<file path="config.mk">
export PLATFORM = sky130hd
export DESIGN_NAME = stk_seq
export DESIGN_NICKNAME = d
export VERILOG_FILES = /design/src/rtl/stk_pkg.sv /design/src/rtl/stk_popcount.sv /design/src/rtl/stk_pick.sv /design/src/rtl/stk_span.sv /design/src/rtl/stk_seq.sv
export SDC_FILE = /design/constraint.sdc
export NUM_CORES = 1
export LEC_CHECK = 0
export BUFFER_PORTS_ARGS = -buffer_cell sky130_fd_sc_hd__buf_2
export CAP_MARGIN = 20
export CORE_MARGIN = 1
export CORE_UTILIZATION = 45
export CTS_BUF_LIST = sky130_fd_sc_hd__clkbuf_2 sky130_fd_sc_hd__clkbuf_4 sky130_fd_sc_hd__clkbuf_8
export CTS_CLUSTER_SIZE = 14
export DETAILED_ROUTE_END_ITERATION = 10
export PLACE_DENSITY = 0.83
export SETUP_SLACK_MARGIN = 0.02
export SLEW_MARGIN = 20
export SYNTH_ARGS = -nofsm -noshare
export SYNTH_HDL_FRONTEND = slang
export SYNTH_SLANG_ARGS = --single-unit
</file>
<file path="constraint.sdc">
create_clock -name clk -period 10.2 [get_ports clk]
set_input_delay 2.04 -clock clk [delete_from_list [all_inputs] [get_ports clk]]
set_output_delay 2.04 -clock clk [all_outputs]
set_load 0.01 [all_outputs]
</file>
<file path="src/rtl/stk_pkg.sv">
// Shared definitions for the stack push/pop sequencer.
// Assumes word-sized stack slots of four bytes.
package stk_pkg;
    localparam int WORD_BYTES = 4;
    localparam int WORD_SHIFT = 2;

    typedef enum logic [1:0] {
        ST_IDLE = 2'd0,
        ST_XFER = 2'd1,
        ST_GAP  = 2'd2,
        ST_DONE = 2'd3
    } seq_state_e;
endpackage

</file>
<file path="src/rtl/stk_popcount.sv">
// Word counter: number of set bits in a list plus one optional extra slot.
// Purely combinational, one adder stage per list bit; CW must hold N+1.
module stk_popcount #(
    parameter int N  = 8,
    parameter int CW = 4
) (
    input  logic [N-1:0]  bits,
    input  logic          extra,
    output logic [CW-1:0] total
);
    logic [CW-1:0] partial [N+1];

    // Seed the running sum with the extra slot.
    assign partial[0] = CW'(extra);

    generate
        for (genvar i = 0; i < N; i++) begin : g_acc
            // Add one list bit to the running sum.
            assign partial[i+1] = partial[i] + CW'(bits[i]);
        end
    endgenerate

    assign total = partial[N];
endmodule

</file>
<file path="src/rtl/stk_pick.sv">
// Lowest-set-bit picker: gives the index of the lowest set bit of a mask,
// whether any bit is set, and the mask with that bit removed.
// Combinational; idx is zero when the mask is empty.
module stk_pick #(
    parameter int N  = 8,
    parameter int IW = 3
) (
    input  logic [N-1:0]  mask,
    output logic          any,
    output logic [IW-1:0] idx,
    output logic [N-1:0]  rest
);
    logic [N-1:0]  lowest;
    logic [IW-1:0] enc [N+1];

    // Isolate the lowest set bit as a one-hot vector.
    assign lowest = mask & (~mask + {{(N-1){1'b0}}, 1'b1});
    assign rest   = mask & ~lowest;
    assign any    = |mask;
    assign enc[0] = '0;

    generate
        for (genvar i = 0; i < N; i++) begin : g_enc
            // Fold the one-hot position into a binary index.
            assign enc[i+1] = enc[i] | (lowest[i] ? IW'(i) : '0);
        end
    endgenerate

    assign idx = enc[N];
endmodule

</file>
<file path="src/rtl/stk_span.sv">
// Stack span arithmetic: from the stack pointer and the word count it gives
// the lowest slot address and the final stack pointer for either direction.
// Assumes a full-descending stack with four-byte slots.
module stk_span #(
    parameter int DW = 32,
    parameter int CW = 4
) (
    input  logic [DW-1:0] sp,
    input  logic [CW-1:0] count,
    input  logic          pop,
    output logic [DW-1:0] base,
    output logic [DW-1:0] sp_next
);
    logic [DW-1:0] span;

    // Byte total of the transfer.
    assign span    = DW'(count) << stk_pkg::WORD_SHIFT;
    assign base    = pop ? sp : sp - span;
    assign sp_next = pop ? sp + span : sp - span;
endmodule

</file>
<file path="src/rtl/stk_seq.sv">
// Stack push/pop sequencer top.
// Takes one request while idle, then issues one word access per list bit in
// ascending order, plus an optional last slot (link on save, PC on restore).
// Assumes the register file answers rd_sel/rd_link combinationally and the
// memory completes an access in any cycle with mem_req and mem_ready high.
module stk_seq #(
    parameter int NREG = 8,
    parameter int DW   = 32
) (
    input  logic                     clk,
    input  logic                     rst_n,
    input  logic                     start,
    input  logic                     pop_mode,
    input  logic [NREG-1:0]          reg_list,
    input  logic                     extra_en,
    input  logic [DW-1:0]            sp_in,
    input  logic                     mem_ready,
    input  logic [DW-1:0]            mem_rdata,
    input  logic [DW-1:0]            rd_data,
    output logic                     busy,
    output logic                     done,
    output logic                     mem_req,
    output logic                     mem_we,
    output logic                     mem_seq,
    output logic [DW-1:0]            mem_addr,
    output logic [DW-1:0]            mem_wdata,
    output logic [$clog2(NREG)-1:0]  rd_sel,
    output logic                     rd_link,
    output logic                     rf_we,
    output logic [$clog2(NREG)-1:0]  rf_idx,
    output logic [DW-1:0]            rf_wdata,
    output logic                     pc_load,
    output logic [DW-1:0]            pc_value,
    output logic                     sp_we,
    output logic [DW-1:0]            sp_wdata,
    output logic                     fetch_nonseq
);
    import stk_pkg::*;

    localparam int IW = $clog2(NREG);
    localparam int CW = $clog2(NREG + 2);

    seq_state_e      state_q;
    logic [NREG-1:0] mask_q;
    logic            extra_q;
    logic            pop_q;
    logic            first_q;
    logic [CW-1:0]   cnt_q;
    logic [DW-1:0]   addr_q;
    logic [DW-1:0]   spnew_q;

    logic [CW-1:0]   req_cnt;
    logic [DW-1:0]   req_base;
    logic [DW-1:0]   req_spnew;
    logic            mask_any;
    logic [IW-1:0]   cur_idx;
    logic [NREG-1:0] mask_rest;
    logic            in_xfer;
    logic            link_slot;
    logic            last_xfer;
    logic            handshake;

    stk_popcount #(.N(NREG), .CW(CW)) u_cnt (
        .bits  (reg_list),
        .extra (extra_en),
        .total (req_cnt)
    );

    stk_span #(.DW(DW), .CW(CW)) u_span (
        .sp      (sp_in),
        .count   (req_cnt),
        .pop     (pop_mode),
        .base    (req_base),
        .sp_next (req_spnew)
    );

    stk_pick #(.N(NREG), .IW(IW)) u_pick (
        .mask (mask_q),
        .any  (mask_any),
        .idx  (cur_idx),
        .rest (mask_rest)
    );

    // Decode the current slot and whether it ends the sequence.
    always_comb begin
        in_xfer   = (state_q == ST_XFER);
        link_slot = !mask_any;
        handshake = in_xfer && mem_ready;
        last_xfer = link_slot || ((mask_rest == '0) && !extra_q);
    end

    // Sequencer state, list bookkeeping and address stepping.
    always_ff @(posedge clk) begin
        if (!rst_n) begin
            state_q <= ST_IDLE;
            mask_q  <= '0;
            extra_q <= 1'b0;
            pop_q   <= 1'b0;
            first_q <= 1'b0;
            cnt_q   <= '0;
            addr_q  <= '0;
            spnew_q <= '0;
        end else begin
            case (state_q)
                ST_IDLE: begin
                    if (start) begin
                        mask_q  <= reg_list;
                        extra_q <= extra_en;
                        pop_q   <= pop_mode;
                        first_q <= 1'b1;
                        cnt_q   <= req_cnt;
                        addr_q  <= req_base;
                        spnew_q <= req_spnew;
                        state_q <= (req_cnt == '0) ? ST_DONE : ST_XFER;
                    end
                end
                ST_XFER: begin
                    if (handshake) begin
                        first_q <= 1'b0;
                        addr_q  <= addr_q + DW'(WORD_BYTES);
                        if (link_slot) begin
                            extra_q <= 1'b0;
                        end else begin
                            mask_q <= mask_rest;
                        end
                        if (last_xfer) begin
                            state_q <= pop_q ? ST_GAP : ST_DONE;
                        end
                    end
                end
                ST_GAP:  state_q <= ST_DONE;
                default: state_q <= ST_IDLE;
            endcase
        end
    end

    // Memory side of the current access.
    always_comb begin
        mem_req   = in_xfer;
        mem_we    = in_xfer && !pop_q;
        mem_seq   = in_xfer && !first_q;
        mem_addr  = addr_q;
        mem_wdata = rd_data;
        rd_sel    = cur_idx;
        rd_link   = in_xfer && link_slot;
    end

    // Register file and program-counter writes on a completed restore read.
    always_comb begin
        rf_we    = handshake && pop_q && !link_slot;
        rf_idx   = cur_idx;
        rf_wdata = mem_rdata;
        pc_load  = handshake && pop_q && link_slot;
        pc_value = {mem_rdata[DW-1:1], 1'b0};
    end

    // Completion strobes and stack pointer update.
    always_comb begin
        busy         = (state_q != ST_IDLE);
        done         = (state_q == ST_DONE);
        sp_we        = done && (cnt_q != '0);
        sp_wdata     = spnew_q;
        fetch_nonseq = done && !pop_q && (cnt_q != '0);
    end
endmodule

</file>
==> results by group <==
Run status
  – Status: finished clean

Global routing
  – Vias in the first global route: 5670
  – Largest net degree at the start of global routing: 47
  – Total gr overflow: 0
  – All-Layer GR Usage: 0.238
  – First-pass GRT wire length: 28.0 mm
  – Initial antenna violation count: 0

Layout
  – Leading cell type in the layout, fill and taps excluded: buf_2
  – Most frequent cells in the layout: buf_2 (125), nand2_1 (92), dfxtp_1 (81)
  – Inserted Diodes: 0
  – P&R area growth vs syn: 2.83%
  – Layout net count: 991
  – Share of layout cells above drive strength 1: 0.191

Synth
  – Yosys cell types: 63
  – Syn Area/Cell: 7.45 µm²
  – Post-Syn Nets: 998
  – YS warnings: 0
  – Async set-reset flop share out of synthesis: 0
  – EDFF count, synth: 0
  – Synth Register Bits: 81
  – Sequential share of the synthesized area: 0.253
  – Post-Syn Area: 6410 µm²
  – Cells after Synth: 861
  – Main flop type after synthesis: dfxtp_1

Setup path
  – Critical path endpoint category: flip-flop
  – CP required: 10420 ps
  – CP max FO: 12
  – Crit path largest cell delay: 640 ps
  – CP top delay family: adder cells
  – Crit-path cells: buf_2 > fa_1 > inv_1 > fa_1 > fa_1 > inv_1 > ha_1 > inv_1 > fa_1 > xnor2_1 > inv_1 > ha_1 > nor3_1 > a2111oi_2 > buf_4 > nand4_1 > o21a_1 > o21ai_0 > a21oi_1
  – WP data arrival: 7370 ps
  – Critical-path top delay cell: xnor2_1
  – Startpoint Class: primary input
  – Critical path class: in -> reg
  – CP bufs+invs: 6

Timing
  – Fin. max-slew vios: 0
  – Min Tclk post-route: 7140 ps
  – Final Hold Viols: 0
  – RSZ-0062 raised after global routing: false
  – Setup tns final: 0 ps
  – Tcrit/Tclk final: 0.700
  – Worst Tran Pin Value: 923 ps
  – Final setup viols: 0
  – Max Clock Skew: 12.8 ps
  – Slew HR: 0.383
  – Max Freq: 140 MHz

Place
  – Detailed Place HPWL: 12.7 mm
  – Gpl congestion: 0.917
  – Port bufs: 125

Routing
  – Routed wire length: 17.5 mm
  – Antenna viol nets, final: 0
  – Vias per cell: 5.92
  – DR vias: 6150
  – Routed WL per cell: 16.9 µm
  – DRT Pass-1 Iters: 7
  – DRC Markers: 0
  – Initial drt markers: 600

Clocking
  – Clk root buf: clkbuf_8
  – Clock transition at path regs: 80 ps
  – Clock latency on the worst-skew pair: 370 ps
  – CTS Sinks: 81
  – H-tree depth: 3
  – TritonCTS buffer count: 9
  – Clock buffer depth: 2
  – # hold bufs at CTS: 0
  – Setup Buffers After CTS: 0
  – # resized after CTS: 0
  – CTS tree: yes

Floorplanning
  – Core Area: 13900 µm²
  – Width of the die: 121 µm
  – Die ar.: 14700 µm²
  – Initial core utilization: 0.462
  – Rows: 43
  – Io pins: 286
  – Die Ht: 121 µm

Power
  – P_int: 0.879 mW
  – Clk network pwr share: 0.161
  – Static leakage: 2.68 nW
  – PD cells: 253 nW/µm²
  – Combinational group share of total power: 0.530
  – Switching share of power: 0.473
  – Switching pwr: 0.788 mW
  – Max IR drop VDD: 0.118 mV
  – Seq pwr share: 0.309
  – PnR Total Power: 1.67 mW

Hold path
  – Hold crit path type: reg -> reg

Run
  – Max Cap Viol: 0
synth_stat cells, types with 4 or more instances:
| library cell | count | area [µm²] |
|---|---|---|
| and4_1 | 8 | 70.1 |
| xnor2_1 | 35 | 307 |
| and3_1 | 12 | 75.1 |
| a211oi_1 | 9 | 67.6 |
| o21ai_0 | 48 | 240 |
| xor2_1 | 7 | 61.3 |
| a31oi_1 | 17 | 106 |
| ha_1 | 20 | 250 |
| nand4b_1 | 7 | 61.3 |
| nand4_1 | 20 | 125 |
| and2_1 | 5 | 31.3 |
| buf_4 | 99 | 743 |
| nor3_1 | 32 | 160 |
| clkbuf_1 | 45 | 169 |
| nor2_1 | 51 | 191 |
| o211ai_1 | 4 | 30.0 |
| nand2_1 | 92 | 345 |
| a22oi_1 | 6 | 45.0 |
| o311ai_0 | 4 | 35.0 |
| o22ai_1 | 8 | 50.1 |
| or3_1 | 11 | 68.8 |
| a21oi_1 | 55 | 275 |
| fa_1 | 7 | 140 |
| o21a_1 | 9 | 67.6 |
| o21ai_1 | 10 | 50.1 |
| dfxtp_1 | 81 | 1620 |
| nand3_1 | 49 | 245 |
| a2111oi_0 | 4 | 35.0 |
| inv_1 | 30 | 113 |
| mux2i_1 | 6 | 60.1 |
| or2_2 | 6 | 37.5 |
| a21o_1 | 7 | 52.6 |
| o32ai_2 | 4 | 65.1 |
| nor4_1 | 8 | 50.1 |
worst register-to-register path, delay by kind of cell, from the launching register on:
kind / cells / cell delay, ps
fa+ha+maj: 1 / 200
flops: 1 / 390
simple gates: 4 / 1760
buf+inv: 3 / 700
compound gates: 2 / 700
final timing paths:
path / slack [ps] / startpoint / to / depth (start not counted)
worst max-delay path: 3060 / reg_list[1] / mem_addr[24] / 19
worst min register to register: 450 / sp_wdata[26] / sp_wdata[26] / 2
worst max register to register: 6400 / state_q[1] / mem_addr[22] / 10
worst min-delay path: 450 / sp_wdata[26] / sp_wdata[26] / 2
registers in the layout, indices dropped and copies added (netlist names):
name	flops
sp_wdata	32
state_q	2
cnt_q	4
mem_addr	32
first_q	1
mask_q	8
extra_q	1
pop_q	1
layer usage:
layer	wire length [µm]	track usage
met1	7420	0.316
met5	0	0
met2	7770	0.359
met4	627	0.122
met3	1700	0.0503
layout make-up:
class / instances / area (µm²)
timing repair buffer: 132 / 678
clock buffer: 12 / 153
multi-input combinational: 599 / 3740
clock inverter: 3 / 65.1
fill: 1365 / 7280
inverter: 31 / 116
tap: 180 / 225
sequential: 81 / 1620
power by group through the flow:
stage                     logic (mW)  registers, mW  clock network [mW]
after floorplan                0.626          0.523                   0
after global placement         0.857          0.514                   0
final                          0.884          0.515               0.269
after global routing           0.984          0.530               0.288
after detailed placement       0.872          0.518                   0
after CTS                      0.876          0.511               0.272
metrics by stage:
step	instances	setup WS [ps]	util	hold WS, ps	instance area, µm²
6_report	1038	3060	0.475	448	6600
5_1_grt	1038	2720	0.475	478	6600
4_1_cts	1038	3100	0.475	449	6600
3_5_place_dp	1023	2750	0.460	438	6380
3_3_place_gp	1023	2900	0.460	437	6380
2_1_floorplan	861	3500	-	436	6410
kinds of logic after synthesis:
group,share of synthesized area
buf+inv,0.166
other cells,0.000585
simple gates,0.242
compound gates,0.209
fa+ha+maj,0.0624
flops,0.253
mux,0.00936
xor+xnor,0.0573
Power figures use the tool's default switching activity.
